==> config.mk <==
export PLATFORM = sky130hd
export DESIGN_NAME = spi_regbus_slave
export DESIGN_NICKNAME = d
export VERILOG_FILES = /design/src/rtl/spi_rb_pkg.sv /design/src/rtl/spi_rb_sync.sv /design/src/rtl/spi_rb_shifter.sv /design/src/rtl/spi_rb_frame.sv /design/src/rtl/spi_regbus_slave.sv
export SDC_FILE = /design/constraint.sdc
export NUM_CORES = 1
export LEC_CHECK = 0
export BUFFER_PORTS_ARGS = -buffer_cell sky130_fd_sc_hd__buf_2
export CORE_MARGIN = 10
export CORE_UTILIZATION = 45
export CTS_CLUSTER_DIAMETER = 40
export CTS_CLUSTER_SIZE = 25
export DETAILED_ROUTE_END_ITERATION = 16
export GPL_ROUTABILITY_DRIVEN = 0
export PLACE_DENSITY = 0.63
export SYNTH_ARGS = -nofsm -noshare
export SYNTH_HDL_FRONTEND = slang
export SYNTH_SLANG_ARGS = --single-unit
==> constraint.sdc <==
create_clock -name clk -period 2 [get_ports clk]
set_input_delay 0.2 -clock clk [delete_from_list [all_inputs] [get_ports clk]]
set_output_delay 0.2 -clock clk [all_outputs]
set_load 0.05 [all_outputs]
==> src/rtl/spi_rb_pkg.sv <==
package spi_rb_pkg;

  typedef enum logic [1:0] {
    PH_COMMAND = 2'd0,
    PH_ADDRESS = 2'd1,
    PH_DATA    = 2'd2,
    PH_IGNORE  = 2'd3
  } frame_phase_t;

  // Command byte layout: [7:2] target code, [1] read enable, [0] write enable.
  function automatic logic [5:0] cmd_target(input logic [7:0] cmd);
    return cmd[7:2];
  endfunction

  function automatic logic cmd_read(input logic [7:0] cmd);
    return cmd[1];
  endfunction

  function automatic logic cmd_write(input logic [7:0] cmd);
    return cmd[0];
  endfunction

  // Byte of a data word that goes on the wire at byte position idx.
  function automatic logic [7:0] word_byte(input logic [15:0] w,
                                           input logic two_bytes,
                                           input logic idx);
    return (two_bytes && !idx) ? w[15:8] : w[7:0];
  endfunction

endpackage

==> src/rtl/spi_rb_sync.sv <==
module spi_rb_sync #(
  parameter int STAGES = 2
) (
  input  logic clk,
  input  logic rst_n,
  input  logic sck_i,
  input  logic cs_n_i,
  input  logic mosi_i,
  output logic cs_act,
  output logic mosi_s,
  output logic sck_rise,
  output logic sck_fall
);
  localparam int LANES = 3;

  logic [LANES-1:0] raw;
  logic [LANES-1:0] synced;
  logic [LANES-1:0] idle_val;
  logic             sck_s;
  logic             sck_d;

  assign raw      = {sck_i, ~cs_n_i, mosi_i};
  assign idle_val = '0;

  for (genvar g = 0; g < LANES; g++) begin : g_lane
    logic [STAGES-1:0] chain;
    always_ff @(posedge clk or negedge rst_n) begin
      if (!rst_n) chain <= {STAGES{idle_val[g]}};
      else        chain <= {chain[STAGES-2:0], raw[g]};
    end
    assign synced[g] = chain[STAGES-1];
  end

  assign sck_s  = synced[2];
  assign cs_act = synced[1];
  assign mosi_s = synced[0];

  always_ff @(posedge clk or negedge rst_n) begin
    if (!rst_n) sck_d <= 1'b0;
    else        sck_d <= sck_s;
  end

  assign sck_rise = cs_act &  sck_s & ~sck_d;
  assign sck_fall = cs_act & ~sck_s &  sck_d;

endmodule

==> src/rtl/spi_rb_shifter.sv <==
module spi_rb_shifter (
  input  logic       clk,
  input  logic       rst_n,
  input  logic       cs_act,
  input  logic       sck_rise,
  input  logic       sck_fall,
  input  logic       mosi_s,
  input  logic [7:0] tx_byte,
  output logic       byte_done,
  output logic [7:0] rx_byte,
  output logic       miso
);
  logic [2:0] bit_cnt;
  logic [6:0] rx_sr;
  logic [7:0] tx_sr;

  always_ff @(posedge clk or negedge rst_n) begin
    if (!rst_n) begin
      bit_cnt   <= '0;
      rx_sr     <= '0;
      tx_sr     <= '0;
      rx_byte   <= '0;
      byte_done <= 1'b0;
    end else if (!cs_act) begin
      bit_cnt   <= '0;
      tx_sr     <= '0;
      byte_done <= 1'b0;
    end else begin
      byte_done <= 1'b0;
      if (sck_rise) begin
        rx_sr   <= {rx_sr[5:0], mosi_s};
        bit_cnt <= bit_cnt + 3'd1;
        if (bit_cnt == 3'd7) begin
          byte_done <= 1'b1;
          rx_byte   <= {rx_sr, mosi_s};
        end
      end
      if (sck_fall) begin
        if (bit_cnt == 3'd0) tx_sr <= tx_byte;
        else                 tx_sr <= {tx_sr[6:0], 1'b0};
      end
    end
  end

  assign miso = tx_sr[7];

  a_r9_byte_needs_cs: assert property (@(posedge clk) disable iff (!rst_n)
    byte_done |-> $past(cs_act));

  a_r5_miso_holds_on_rise: assert property (@(posedge clk) disable iff (!rst_n)
    sck_rise |=> ($stable(miso) || !cs_act));

endmodule

==> src/rtl/spi_rb_frame.sv <==
module spi_rb_frame
  import spi_rb_pkg::*;
#(
  parameter logic [5:0] TARGET_CODE = 6'h2A,
  parameter int         ADDR_BYTES  = 1,
  parameter int         WORD_BITS   = 8
) (
  input  logic                    clk,
  input  logic                    rst_n,
  input  logic                    cs_act,
  input  logic                    byte_done,
  input  logic [7:0]              rx_byte,
  input  logic [WORD_BITS-1:0]    bus_rdata,
  output logic [8*ADDR_BYTES-1:0] bus_addr,
  output logic [WORD_BITS-1:0]    bus_wdata,
  output logic                    bus_we,
  output logic                    bus_re,
  output logic [7:0]              tx_byte,
  output logic                    drive_en
);
  localparam int   ADDR_W     = 8 * ADDR_BYTES;
  localparam int   WORD_BYTES = WORD_BITS / 8;
  localparam int   AB_W       = (ADDR_BYTES > 1) ? $clog2(ADDR_BYTES) : 1;
  localparam logic [AB_W-1:0] LAST_AB  = AB_W'(ADDR_BYTES - 1);
  localparam logic            LAST_IDX = 1'(WORD_BYTES - 1);
  localparam logic            TWO_BYTE = (WORD_BYTES == 2);

  frame_phase_t          phase_q;
  logic [AB_W-1:0]       ab_cnt_q;
  logic                  bidx_q;
  logic                  ren_q, wen_q;
  logic [ADDR_W-1:0]     addr_q;
  logic [WORD_BITS-1:0]  wbuf_q, wdata_q, rd_word_q;
  logic                  we_q, re_q, cap_q, step_q;

  logic [ADDR_W+7:0]     addr_cat;
  logic [ADDR_W-1:0]     addr_next;
  logic [WORD_BITS+7:0]  word_cat;
  logic [WORD_BITS-1:0]  word_next;
  logic                  cmd_match;
  logic                  word_done;
  logic                  addr_done;

  // Named events for the checks below.
  assign addr_cat  = {addr_q, rx_byte};
  assign addr_next = addr_cat[ADDR_W-1:0];
  assign word_cat  = {wbuf_q, rx_byte};
  assign word_next = word_cat[WORD_BITS-1:0];
  assign cmd_match = (cmd_target(rx_byte) == TARGET_CODE);
  assign word_done = byte_done && (phase_q == PH_DATA) && (bidx_q == LAST_IDX);
  assign addr_done = byte_done && (phase_q == PH_ADDRESS) && (ab_cnt_q == LAST_AB);

  always_ff @(posedge clk or negedge rst_n) begin
    if (!rst_n) begin
      phase_q   <= PH_COMMAND;
      ab_cnt_q  <= '0;
      bidx_q    <= 1'b0;
      ren_q     <= 1'b0;
      wen_q     <= 1'b0;
      addr_q    <= '0;
      wbuf_q    <= '0;
      wdata_q   <= '0;
      rd_word_q <= '0;
      we_q      <= 1'b0;
      re_q      <= 1'b0;
      cap_q     <= 1'b0;
      step_q    <= 1'b0;
    end else begin
      we_q   <= 1'b0;
      re_q   <= 1'b0;
      step_q <= 1'b0;
      cap_q  <= re_q;
      if (cap_q) rd_word_q <= bus_rdata;
      if (step_q) begin
        addr_q <= addr_q + ADDR_W'(1);
        re_q   <= ren_q;
      end
      if (!cs_act) begin
        phase_q  <= PH_COMMAND;
        ab_cnt_q <= '0;
        bidx_q   <= 1'b0;
      end else if (byte_done) begin
        unique case (phase_q)
          PH_COMMAND: begin
            ren_q    <= cmd_read(rx_byte);
            wen_q    <= cmd_write(rx_byte);
            ab_cnt_q <= '0;
            bidx_q   <= 1'b0;
            phase_q  <= cmd_match ? PH_ADDRESS : PH_IGNORE;
          end
          PH_ADDRESS: begin
            addr_q <= addr_next;
            if (addr_done) begin
              phase_q <= PH_DATA;
              re_q    <= ren_q;
            end else begin
              ab_cnt_q <= ab_cnt_q + AB_W'(1);
            end
          end
          PH_DATA: begin
            wbuf_q <= word_next;
            if (word_done) begin
              bidx_q  <= 1'b0;
              we_q    <= wen_q;
              wdata_q <= word_next;
              step_q  <= 1'b1;
            end else begin
              bidx_q <= ~bidx_q;
            end
          end
          default: ;
        endcase
      end
    end
  end

  assign bus_addr  = addr_q;
  assign bus_wdata = wdata_q;
  assign bus_we    = we_q;
  assign bus_re    = re_q;
  assign drive_en  = (phase_q != PH_IGNORE);
  assign tx_byte   = (phase_q == PH_DATA && ren_q)
                     ? word_byte(16'(rd_word_q), TWO_BYTE, bidx_q) : 8'h00;

  a_r6_we_single_cycle: assert property (@(posedge clk) disable iff (!rst_n)
    bus_we |=> !bus_we);

  a_r7_re_single_cycle: assert property (@(posedge clk) disable iff (!rst_n)
    bus_re |=> !bus_re);

  a_r7_strobes_apart: assert property (@(posedge clk) disable iff (!rst_n)
    !(bus_we && bus_re));

  a_r8_addr_steps_after_write: assert property (@(posedge clk) disable iff (!rst_n)
    bus_we |-> ##2 (bus_addr == $past(bus_addr, 2) + ADDR_W'(1)));

  a_r3_ignored_frame_silent: assert property (@(posedge clk) disable iff (!rst_n)
    (phase_q == PH_IGNORE) |-> (!drive_en && !bus_we && !bus_re));

  a_r2_write_needs_enable: assert property (@(posedge clk) disable iff (!rst_n)
    word_done |=> (bus_we == wen_q));

endmodule

==> src/rtl/spi_regbus_slave.sv <==
module spi_regbus_slave #(
  parameter logic [5:0] TARGET_CODE = 6'h2A,
  parameter int         ADDR_BYTES  = 1,
  parameter int         WORD_BITS   = 8,
  parameter int         SYNC_STAGES = 2
) (
  input  logic                    clk,
  input  logic                    rst_n,
  input  logic                    spi_sck,
  input  logic                    spi_cs_n,
  input  logic                    spi_mosi,
  output logic                    spi_miso,
  output logic                    spi_miso_oe,
  output logic [8*ADDR_BYTES-1:0] bus_addr,
  output logic [WORD_BITS-1:0]    bus_wdata,
  output logic                    bus_we,
  output logic                    bus_re,
  input  logic [WORD_BITS-1:0]    bus_rdata
);
  logic       cs_act, mosi_s, sck_rise, sck_fall;
  logic       byte_done, drive_en;
  logic [7:0] rx_byte, tx_byte;

  spi_rb_sync #(.STAGES(SYNC_STAGES)) u_sync (
    .clk      (clk),
    .rst_n    (rst_n),
    .sck_i    (spi_sck),
    .cs_n_i   (spi_cs_n),
    .mosi_i   (spi_mosi),
    .cs_act   (cs_act),
    .mosi_s   (mosi_s),
    .sck_rise (sck_rise),
    .sck_fall (sck_fall)
  );

  spi_rb_shifter u_shift (
    .clk       (clk),
    .rst_n     (rst_n),
    .cs_act    (cs_act),
    .sck_rise  (sck_rise),
    .sck_fall  (sck_fall),
    .mosi_s    (mosi_s),
    .tx_byte   (tx_byte),
    .byte_done (byte_done),
    .rx_byte   (rx_byte),
    .miso      (spi_miso)
  );

  spi_rb_frame #(
    .TARGET_CODE (TARGET_CODE),
    .ADDR_BYTES  (ADDR_BYTES),
    .WORD_BITS   (WORD_BITS)
  ) u_frame (
    .clk       (clk),
    .rst_n     (rst_n),
    .cs_act    (cs_act),
    .byte_done (byte_done),
    .rx_byte   (rx_byte),
    .bus_rdata (bus_rdata),
    .bus_addr  (bus_addr),
    .bus_wdata (bus_wdata),
    .bus_we    (bus_we),
    .bus_re    (bus_re),
    .tx_byte   (tx_byte),
    .drive_en  (drive_en)
  );

  assign spi_miso_oe = cs_act && drive_en;

  a_r1_idle_quiet: assert property (@(posedge clk) disable iff (!rst_n)
    !cs_act |-> !spi_miso_oe);

endmodule

# After elaboration in Yosys (flattened, before gate mapping)
# Index checks and enable logic that the tools add are counted.
dict set report totals {
  regBits 68
  in_bits 13
  out_inout_bits 20
}
dict set report classes {
  n_addsub 3
  eq_ne 12
  mux 39
  n_bitwise 9
  n_reduce_logical 15
}
# op n
set ops {}
lappend ops {{2-to-1 mux 8 bit} 8}
lappend ops {{2-to-1 mux 1 bit} 22}
lappend ops {{AND reduction 3 bit} 4}
lappend ops {{adder 8 x 1 -> 8 bit (second input constant)} 1}
lappend ops {{2-to-1 mux 2 bit} 4}
lappend ops {{== test 6 bit (second input constant)} 1}
lappend ops {{logical AND 1 bit} 6}
lappend ops {{2-to-1 mux 3 bit} 2}
lappend ops {{inequality test 2 bit (second input constant)} 3}
lappend ops {{inequality test 3 x 1 -> 1 bit (second input constant)} 2}
lappend ops {{NOT 1 bit} 5}
lappend ops {{bitwise AND 1 bit} 4}
lappend ops {{case mux 1 bit (2 select lines)} 2}
lappend ops {{case mux 2 bit (2 select lines)} 1}
lappend ops {{AND reduction 2 bit} 2}
lappend ops {{AND reduction 4 bit} 1}
lappend ops {{adder 3 x 1 -> 3 bit (second input constant)} 1}
lappend ops {{== test 3 bit (second input constant)} 1}
lappend ops {{zero test 3 bit} 1}
lappend ops {{inequality test 3 x 2 -> 1 bit (second input constant)} 1}
lappend ops {{inequality test 3 bit (second input constant)} 1}
lappend ops {{== test 2 x 1 -> 1 bit (second input constant)} 1}
lappend ops {{== test 2 bit (second input constant)} 1}
lappend ops {{zero test 2 bit} 1}
lappend ops {{2 further kinds} 2}

# Logic depth before layout (Yosys ltp)
# Gate-level depths: netlist of the first run.
dict set report logic_depth {
  depth_word 7
  depth_mapped 6
  ltp_nobuf 6
}

# By module
# From an unflattened synthesis of the first run, not the netlist that was laid out.
dict set report hier_totals {
  hier_cells 226
  area_unflattened_um2 2971.6
}
# module n_inst cells_each area_per_inst_um2 seq_area_each_um2
set modules_own_cells {}
lappend modules_own_cells {spi_rb_frame 1 123 1536.5 850.8}
lappend modules_own_cells {spi_rb_shifter 1 92 1232.4 675.6}
lappend modules_own_cells {spi_rb_sync 1 10 196.4 175.2}
lappend modules_own_cells {spi_regbus_slave 1 1 6.3 0.0}

# Worst setup path after synthesis of the first run
# Ideal clock, no wire load.
dict set report synth_path {
  kind {flip-flop to output port}
  start {register u_sync.g_lane[1].chain[1]}
  end {output spi_miso_oe}
  arrival_time_ps 1933
  required_ps 1800
  setup_slack_ps -133
  stages_incl_launch_ff 4
  n_path_buf 2
  path_cell_list {dfrtp_1 > clkbuf_1 > clkbuf_1 > a21boi_0}
}
dict set report synth_via {
  elab_chain_len 1
}
# element line
set synth_lines {}
lappend synth_lines {{start, declared} spi_rb_sync.sv:26} ;# logic [STAGES-1:0] chain;
lappend synth_lines {{start signal, assigned} spi_rb_sync.sv:28} ;# if (!rst_n) chain <= {STAGES{idle_val[g]}};
lappend synth_lines {{start signal, assigned} spi_rb_sync.sv:29} ;# else chain <= {chain[STAGES-2:0], raw[g]};
lappend synth_lines {{logical AND 1 bit} spi_regbus_slave.sv:68} ;# assign spi_miso_oe = cs_act && drive_en;
lappend synth_lines {{end, declared} spi_regbus_slave.sv:13} ;# output logic spi_miso_oe,
# Every way passes these cells.

# Worst setup path after layout of the first run
# Same ends and word-level chain as after synthesis.

==> results of run 1 <==
## stage by stage
stage	power (mW)	utilization, %	cells
floorplan	1.515	-	226
global placement	1.573	50.86	328
detailed placement	1.576	50.86	328
CTS	2.779	54.98	346
global route	2.869	54.98	346
finish	2.739	54.98	346
## worst max-delay path: stages (launching register included)
cell and delay [ns]:
dfrtp_1 0.42, buf_4 0.20, a21boi_1 0.19, buf_2 0.29
## layout by cell type, fill, tap and decap left out, types with 3 or more instances in the layout
cell type      netlist  final
a22o_1               7      7
and2_1               3      3
nand3_1              3      3
nor2_1              15     15
xor2_1               3      3
nor2b_1              4      4
dfrtp_1             68     68
a21o_1               7      7
buf_2                1     32
clkbuf_8             0     10
ha_1                 4      4
inv_1                6      6
a21oi_1              8      8
mux2_2              17     17
nand2_1             36     36
buf_4                1      3
mux2_4               8      8
xnor2_1              5      5
dlygate4sd3_1        0      4
## cells by family (layout without fill, tap and decap cells)
family	Yosys count	count (layout)	synth area share, %
AOI/OAI and AO/OA	28	28	7.095
xor gates and xnor gates	8	8	2.515
adders and majority gates	4	4	1.796
buffers and inverters	15	60	2.739
DFF	68	68	61.07
muxes	26	26	11.54
and+or+nand+nor	77	77	13.25
## Yosys cell counts
cell type / instances
dfrtp_1: 68
nand2_1: 36
mux2_2: 17
nor2_1: 15
a21oi_1: 8
mux2_4: 8
a21o_1: 7
a22o_1: 7
inv_1: 6
clkbuf_1: 5
xnor2_1: 5
ha_1: 4
nor2b_1: 4
and2_1: 3
nand3_1: 3
xor2_1: 3
a21boi_0: 2
buf_6: 2
nand3b_1: 2
nand4_1: 2
nor3_1: 2
or3_1: 2
a31oi_1: 1
and2_0: 1
and3_2: 1
buf_2: 1
buf_4: 1
mux2i_1: 1
nand2_2: 1
nand2b_1: 1
nand2b_4: 1
nand3_2: 1
nand4b_1: 1
nor4bb_1: 1
o211a_1: 1
o21a_1: 1
o21ai_0: 1
## worst paths after layout
path | end | startpoint | slack (ns)
worst max-delay path | spi_miso_oe | u_sync.g_lane[1].chain[1] | 0.37
worst min-delay path | u_frame.rd_word_q[0] | bus_rdata[0] | 0.08
worst max register to register | u_frame.bus_wdata[7] | u_frame.phase_q[0] | 0.39
worst min register to register | u_sync.g_lane[1].chain[1] | u_sync.g_lane[1].chain[0] | 0.35
max in group asynchronous | u_sync.g_lane[2].chain[0] | rst_n | 1.31
min in group asynchronous | u_shift.rx_byte[4] | rst_n | 0.41
## registers in the layout, summed over array words and instances (netlist names)
register	cells
u_frame.rd_word_q	8
u_frame.bidx_q	1
u_frame.wen_q	1
u_shift.rx_byte	8
u_sync.g_lane.chain	6
u_shift.tx_sr	8
u_frame.bus_re	1
u_frame.bus_addr	8
u_shift.rx_sr	7
u_frame.cap_q	1
u_frame.ab_cnt_q	1
u_shift.byte_done	1
u_frame.step_q	1
u_shift.bit_cnt	3
u_frame.bus_wdata	8
u_frame.ren_q	1
u_frame.bus_we	1
u_frame.phase_q	2
u_sync.sck_d	1
## area by class of cell
| class | count | area [um^2] | area share (%) |
|---|---|---|---|
| Clock buffer | 12 | 145.1 | 4.433 |
| Clock inverter | 2 | 60.06 | 1.834 |
| Inverter | 6 | 22.52 | 0.6878 |
| Multi-Input combinational cell | 143 | 1008 | 30.80 |
| Sequential cell | 68 | 1702 | 51.97 |
| Tap cell | 75 | 93.84 | 2.866 |
| Timing Repair Buffer | 40 | 242.7 | 7.413 |
## layer usage
| layer | track usage, % | vias to the layer above | routed length (um) |
|---|---|---|---|
| met5 | 0 | - | 0 |
| met4 | 5.623 | 0 | 97 |
| met3 | 4.469 | 6 | 204 |
| met2 | 14.88 | 25 | 2235 |
| met1 | 13.91 | 832 | 2384 |
| li1 | - | 845 | - |
## what timing repair did
action | 4_1_cts | 5_1_grt
resized for setup | 0 | 0
hold endpoints to repair | 71 | 0
hold buffers | 4 | 0
## power by group through the flow
stage | Sequential (mW) | Clock (mW) | Combinational (mW)
after floorplan | 1.46 | 0 | 0.0540
after global placement | 1.47 | 0 | 0.104
after detailed placement | 1.47 | 0 | 0.107
after CTS | 1.44 | 1.22 | 0.113
after global routing | 1.45 | 1.30 | 0.126
final | 1.44 | 1.19 | 0.109
==> reports/summary.txt, run 1 <==
fillcell total - 517
status - completed
Worst Path Max Fanout - 11
Syn Inst Count - 226
wire per inst - 14.23 um
startpoint types - register
Int Pwr - 2.182 mW
Max Fclk - 613.1 MHz
total CTS buffers - 9
Final nets - 285
Mapped Area - 2786 um^2
Hold WS - 0.08057 ns
Fin Clk Skew - 0.003888 ns
# setup viols final - 0
Die W - 98.69 um
largest cells by area after synthesis - dfrtp_1, mux2_2, nand2_1
routed vias - 1708
fin crit share - 81.56%
clk_lat worst skew - 0.33 ns
Placeable Area - 5956 um^2
Final Slew Violations - 0
Setup TNS - 0 ns
Reg2Reg Depth - 3
# port buffers - 32
drt pass-1 iters - 4
WHS Path Cells - 3
worst hold path type - in -> reg
CTS H-tree depth - 3
first-pass GRT wire length - 8397 um
Slew HR - 64.24%
Ant. Diodes - 0
largest net degree at the start of global routing - 69
Post-CTS Setup Bufs - 0
pwr/cell area - 836.5 nW/um^2
CTS root buffer - clkbuf_8
Synth top area share - 61.07%
logic gate share of total power - 4.0%
RSZ-0062 raised after global routing - no
Min Clock Period, post-route - 1.631 ns
Rows - 28
die height - 98.69 um
Hold Fails Final Rpt - 0
Vias/cell - 4.936
critical path data arrival time - 1.43 ns
Leakage - 1.797 nW
sequential share of power - 52.7%
Switch Pwr - 0.5567 mW
CTS Sinks - 68
clock-pin transition on the worst setup and hold timing paths - 0.06 ns
cell taking the most area after synthesis - dfrtp_1
Required @ worst endpoint - 1.80 ns
DP Area - 3029 um^2
final setup margin - 0.3689 ns
dpl hpwl - 3440 um
Overflow after GRT - 0
final WL - 4922 um
Yosys cell types - 37
drt first-iter violations - 54
syn nets - 243
TritonCTS clock tree - yes
Slew @ Worst Pin - 0.5364 ns
# DRC - 0
syn avg cell area - 12.33 um^2
total die area - 9740 um^2
layout cell share with drive strength beyond 1 - 28.41%
synthesis-to-layout area growth - 17.51%
Clock Power Share - 43.4%
Final Cell Area - 3274 um^2
GRT Overall Usage - 10.73%
register bit total from synthesis - 68
DRT antenna net count - 0
vias in the first global route - 1691
Switching Fraction - 20.32%
Max Cap Violations - 0
critical path capture point type - output port
dpl ws - 0.4115 ns
crit path kind - reg -> out
initial antenna violation count - 0
# IOs - 33
CTS max path bufs - 2
Peak VDD IR - 0.4345 mV
Seq/Total Area, Yosys - 61.07%
synth warn - 0
initial core utilization - 46.79%
Note: power is estimated with default switching activity, not from simulation.
==> run 2, diff against run 1 <==
Clock period 2 ns to 1.6 ns, I/O delays scaled along.
==> reports/summary.txt, run 2 (same netlist as run 1, synthesis figures left out) <==
layout cell share with drive strength beyond 1 - 32.01% (+3.6 points)
Placeable Area - 5956 um^2 (unchanged)
DRT antenna net count - 0 (unchanged)
final WL - 4892 um (-0.61%)
total CTS buffers - 9 (unchanged)
crit-path leading delay family - buffers and inverters
CTS root buffer - clkbuf_8
fin crit share - 92.08%
# IOs - 33 (unchanged)
commonest non-fill, non-tap cells in the layout - dfrtp_1, nand2_1, buf_2, mux2_2, nor2_1
Min Clock Period, post-route - 1.473 ns
Overflow after GRT - 0 (unchanged)
startpoint types - register
initial core utilization - 46.79% (unchanged)
wire per inst - 13.86 um (-2.6%)
initial antenna violation count - 0 (unchanged)
GRT Overall Usage - 10.90% (+0.17 points)
Hold Fails Final Rpt - 0 (unchanged)
Ant. Diodes - 0 (unchanged)
die height - 98.69 um (unchanged)
Cell Count Post-Placement - 333 (+1.5%)
Required @ worst endpoint - 1.44 ns (-0.36 ns)
Rows - 28 (unchanged)
drt first-iter violations - 67 (+24%)
largest net degree at the start of global routing - 40 (-42%)
Max Cap Violations - 0 (unchanged)
Max Fclk - 678.7 MHz
clock-pin transition on the worst setup and hold timing paths - 0.07 ns (about the same)
TritonCTS clock tree - yes
routed vias - 1706 (-0.12%)
synthesis-to-layout area growth - 18.86%
CTS Sinks - 68 (unchanged)
CTS max path bufs - 2 (unchanged)
status - completed
# setup viols final - 0 (unchanged)
Setup TNS - 0 ns (unchanged)
max incr delay on CP - 0.37 ns (-0.05 ns)
non-filler instance count after layout - 353 (+2.0%)
critical path capture point type - output port
Fin Clk Skew - 0.007473 ns (+0.003585 ns)
Peak VDD IR - 0.5215 mV (+20%)
clk_lat worst skew - 0.33 ns (about the same)
Die W - 98.69 um (unchanged)
worst hold path type - in -> reg
critical path data arrival time - 1.31 ns (-0.12 ns)
Leakage - 1.823 nW (+1.4%)
Slew @ Worst Pin - 0.4875 ns (-0.04891 ns)
Final nets - 290 (+1.8%)
CTS H-tree depth - 3 (unchanged)
Slew HR - 67.50% (+3.3 points)
dpl hpwl - 3555 um (+3.3%)
first-pass GRT wire length - 8728 um (+3.9%)
Buf/Inv on CP - 2 (unchanged)
total die area - 9740 um^2 (unchanged)
slowest library cell on the worst path - dfrtp_1
drt pass-1 iters - 4 (unchanged)
Critical Path, Cell by Cell - buf_4 -> a21boi_2 -> buf_2
RSZ-0062 raised after global routing - no
# port buffers - 32 (unchanged)
Vias/cell - 4.833 (-2.1%)
Post-CTS Setup Bufs - 0 (unchanged)
most common library cell in the layout ignoring fill and taps - dfrtp_1
crit path kind - reg -> out
Worst Path Max Fanout - 10 (-1)
vias in the first global route - 1797 (+6.3%)
pwr/cell area - 1011 nW/um^2 (+21%)
Final Slew Violations - 0 (unchanged)
# DRC - 0 (unchanged)
-- run 2: layer usage --
layer | global-route usage [%] | wire (um)
met3 | 4.399 | 229
met5 | 0 | 0
met2 | 16.34 | 2218
met4 | 3.969 | 38
met1 | 13.84 | 2406
-- run 2: path summary, 6_finish.rpt --
kind	cells after the start	end	startpoint	slack, ns
hold reg to reg	0	u_sync.g_lane[0].chain[1]	u_sync.g_lane[0].chain[0]	0.35
setup reg to reg	6	u_shift.tx_sr[0]	u_shift.bit_cnt[0]	0.18
setup / recovery	3	spi_miso_oe	u_sync.g_lane[1].chain[1]	0.13
min in group asynchronous	3	u_shift.rx_byte[4]	rst_n	0.37
max in group asynchronous	3	u_frame.rd_word_q[2]	rst_n	0.82
hold / removal	2	u_frame.rd_word_q[3]	bus_rdata[3]	0.06
-- run 2: stage by stage --
stage | hold WS (ns) | total power [mW] | utilization [%] | area, um^2 | setup slack, ns
detailed placement | 0.2046 | 1.972 | 51.34 | 3058 | 0.02442
global placement | 0.1949 | 1.967 | 51.34 | 3058 | 0.05415
floorplan | -0.1356 | 1.894 | - | 2790 | 0.06668
CTS | 0.04278 | 3.389 | 55.42 | 3301 | 0.01961
global route | 0.03581 | 3.513 | 55.61 | 3312 | 0.009876
finish | 0.05891 | 3.347 | 55.61 | 3312 | 0.1267
-- run 2: where the power goes --
part / leakage, nW / internal (mW) / switching, mW
registers: 0.923 / 1.77 / 0.0347
clock network: 0.102 / 0.800 / 0.604
logic: 0.797 / 0.0552 / 0.0837
total: 1.82 / 2.62 / 0.722
-- run 2: layout make-up --
type                       count  area [um^2]
clock inverter                 4        47.55
inverter                       6        22.52
fill                         528         2644
sequential                    68         1702
tap                           75        93.84
timing repair buffer          45        267.8
multi-input combinational    143         1023
clock buffer                  12        155.1
-- run 2: timing repair --
action	in CTS	in global routing
hold buffers	4	0
gates resized for setup	0	4
setup endpoints to repair	0	9
hold endpoints to repair	71	0
==> run 3, diff against run 2 <==
Settings changed: ABC_AREA from default to 1, CTS_CLUSTER_DIAMETER 40 to default.
==> reports/summary.txt, run 3 <==
largest net degree at the start of global routing - 29 (-28%)
synthesis-to-layout area growth - 16.34%
Final Cell Area - 3349 um^2 (+1.1%)
initial antenna violation count - 0 (unchanged)
Reg2Reg Depth - 7 (+1)
status - completed
cell taking the most area after synthesis - dfrtp_1
syn nets - 325 (+34%)
initial core utilization - 45.86% (-0.92 points)
# IOs - 33 (unchanged)
Slew @ Worst Pin - 0.5276 ns (+0.04016 ns)
TritonCTS clock tree - yes
Fin Clk Skew - 0.005305 ns (-0.002168 ns)
final WL - 5488 um (+12%)
DP Area - 3147 um^2 (+2.9%)
Syn Inst Count - 308 (+36%)
commonest non-fill, non-tap cells in the layout - nand2_1, dfrtp_1, inv_1, buf_2, o21ai_0
drt pass-1 iters - 5 (+1)
Min Clock Period, post-route - 1.464 ns (-0.009476 ns)
most common library cell in the layout ignoring fill and taps - nand2_1
RSZ-0062 raised after global routing - no
vias in the first global route - 1988 (+11%)
DRT antenna net count - 0 (unchanged)
Die W - 99.99 um (+1.3%)
dpl ws - 0.1556 ns (+0.1312 ns)
largest cells by area after synthesis - dfrtp_1, nand2_1, inv_1
fin crit share - 91.49% (-0.59 points)
Synth async-reset ratio - 100.0% (unchanged)
critical path data arrival time - 1.30 ns (about the same)
non-filler instance count after layout - 434 (+23%)
pwr/cell area - 938.0 nW/um^2 (-7.2%)
most frequent cell after synthesis - nand2_1
Hold EP - u_frame.rd_word_q[1]
worst hold path type - in -> reg
Buf/Inv on CP - 2 (unchanged)
final setup margin - 0.1362 ns (+0.009476 ns)
# setup viols final - 0 (unchanged)
syn avg cell area - 9.347 um^2 (-24%)
synth warn - 0 (unchanged)
Cell Count Post-Placement - 415 (+25%)
critical path capture point type - output port
CTS root buffer - clkbuf_8
Final nets - 370 (+28%)
Hold WS - 0.05297 ns (-0.005940 ns)
Synth Flop Type - dfrtp_1
Required @ worst endpoint - 1.44 ns (about the same)
reg2reg start - u_frame.phase_q[0]
Seq/Total Area, Yosys - 59.10% (-2.0 points)
Leakage - 1.760 nW (-3.4%)
first-pass GRT wire length - 9563 um (+9.6%)
Worst Path Max Fanout - 6 (-4)
CTS max path bufs - 2 (unchanged)
Max Cap Violations - 0 (unchanged)
Peak VDD IR - 0.6312 mV (+21%)
Final Util - 53.36% (-2.3 points)
WHS Path Cells - 2 (unchanged)
Synth top cells by count - nand2_1, dfrtp_1, inv_1
total CTS buffers - 9 (unchanged)
clk_lat worst skew - 0.34 ns (about the same)
Hold Startpoint - bus_rdata[1]
Slew HR - 64.83% (-2.7 points)
Overflow after GRT - 0 (unchanged)
Setup TNS - 0 ns (unchanged)
Rows - 29 (+3.6%)
CTS H-tree depth - 3 (unchanged)
Yosys cell types - 31 (-16%)
Post-CTS Setup Bufs - 0 (unchanged)
total die area - 9997 um^2 (+2.6%)
Critical Path, Cell by Cell - inv_4 -> a21oi_1 -> buf_2
Final Slew Violations - 0 (unchanged)
clock-pin transition on the worst setup and hold timing paths - 0.07 ns (about the same)
layout cell share with drive strength beyond 1 - 20.45% (-12 points)
# DRC - 0 (unchanged)
Synth top area share - 59.10% (-2.0 points)
Ant. Diodes - 0 (unchanged)
Hold Fails Final Rpt - 0 (unchanged)
startpoint types - register
drt first-iter violations - 85 (+27%)
GRT Overall Usage - 11.95% (+1.0 points)
R2R Setup Slk - 0.14 ns (-0.04 ns)
crit path kind - reg -> out
fillcell total - 562 (+6.4%)
Mapped Area - 2879 um^2 (+3.3%)
routed vias - 2043 (+20%)
# port buffers - 32 (unchanged)
crit-path leading delay family - flip-flops
Pwr Total - 3.142 mW (-6.1%)
register bit total from synthesis - 68 (unchanged)
Post-synth EDFFs - 0 (unchanged)
Vias/cell - 4.707 (-2.6%)
worst r2r dst - u_frame.bus_addr[7]
max incr delay on CP - 0.45 ns (+0.08 ns)
Placeable Area - 6277 um^2 (+5.4%)
CTS Sinks - 68 (unchanged)
die height - 99.99 um (+1.3%)
Max Fclk - 683.1 MHz (+0.65%)
dpl hpwl - 3965 um (+12%)
slowest library cell on the worst path - dfrtp_1
wire per inst - 12.65 um (-8.8%)
==> run 3: routing by layer <==
metal	part of all wire, %	up-vias	GRT usage [%]	wire length [um]
met5	0	-	0	0
met4	2.3	0	6.522	128
met3	4.5	12	3.434	245
met2	44	38	16.97	2407
met1	49	942	16.02	2706
li1	-	1051	-	-
==> run 3: power by group <==
part           internal (mW)  total (mW)  leakage, nW  switching (mW)
logic                 0.0575       0.174        0.756           0.117
clock network          0.545        1.17       0.0779           0.621
registers               1.77        1.80        0.926          0.0308
total                   2.37        3.14         1.76           0.769
==> run 3: kinds of logic (layout without fill, tap and decap cells) <==
family,Yosys count,in the layout,synth area share (%)
AOI/OAI and AO/OA,42,42,8.518
DFF,68,68,59.10
adders and majority gates,4,4,1.738
xor gates and xnor gates,1,1,0.3043
buffers and inverters,46,95,6.823
muxes,8,8,3.129
and+or+nand+nor,139,139,20.38
==> run 3: worst max path at each step <==
stage,start,endpoint,slack [ns],cells past startpoint
after CTS,u_sync.g_lane[1].chain[1],spi_miso_oe,0.1,3
after detailed placement,u_shift.bit_cnt[0],u_shift.tx_sr[7],0.16,10
final,u_sync.g_lane[1].chain[1],spi_miso_oe,0.14,3
after floorplan,u_frame.bus_addr[1],u_frame.bus_addr[4],0.14,7
after global placement,u_shift.bit_cnt[0],u_shift.tx_sr[5],0.17,10
after global routing,u_frame.phase_q[0],u_frame.bus_addr[7],0.02,7
==> run 3: area by class of cell <==
| class | count | area [um^2] | share of cell area [%] |
|---|---|---|---|
| clock buffers | 10 | 127.6 | 3.810 |
| clock inverters | 5 | 30.03 | 0.8965 |
| flip-flops and latches | 68 | 1702 | 50.80 |
| repair buffers | 40 | 255.2 | 7.620 |
| well taps | 77 | 96.34 | 2.876 |
| inverters | 40 | 152.6 | 4.557 |
| multi-input cells | 194 | 985.9 | 29.44 |
==> run 3: timing repair <==
action                     in CTS  in global routing
hold endpoints to repair       22                  0
hold buffers                    4                  0
resized for setup               0                  1
setup endpoints to repair       0                  7
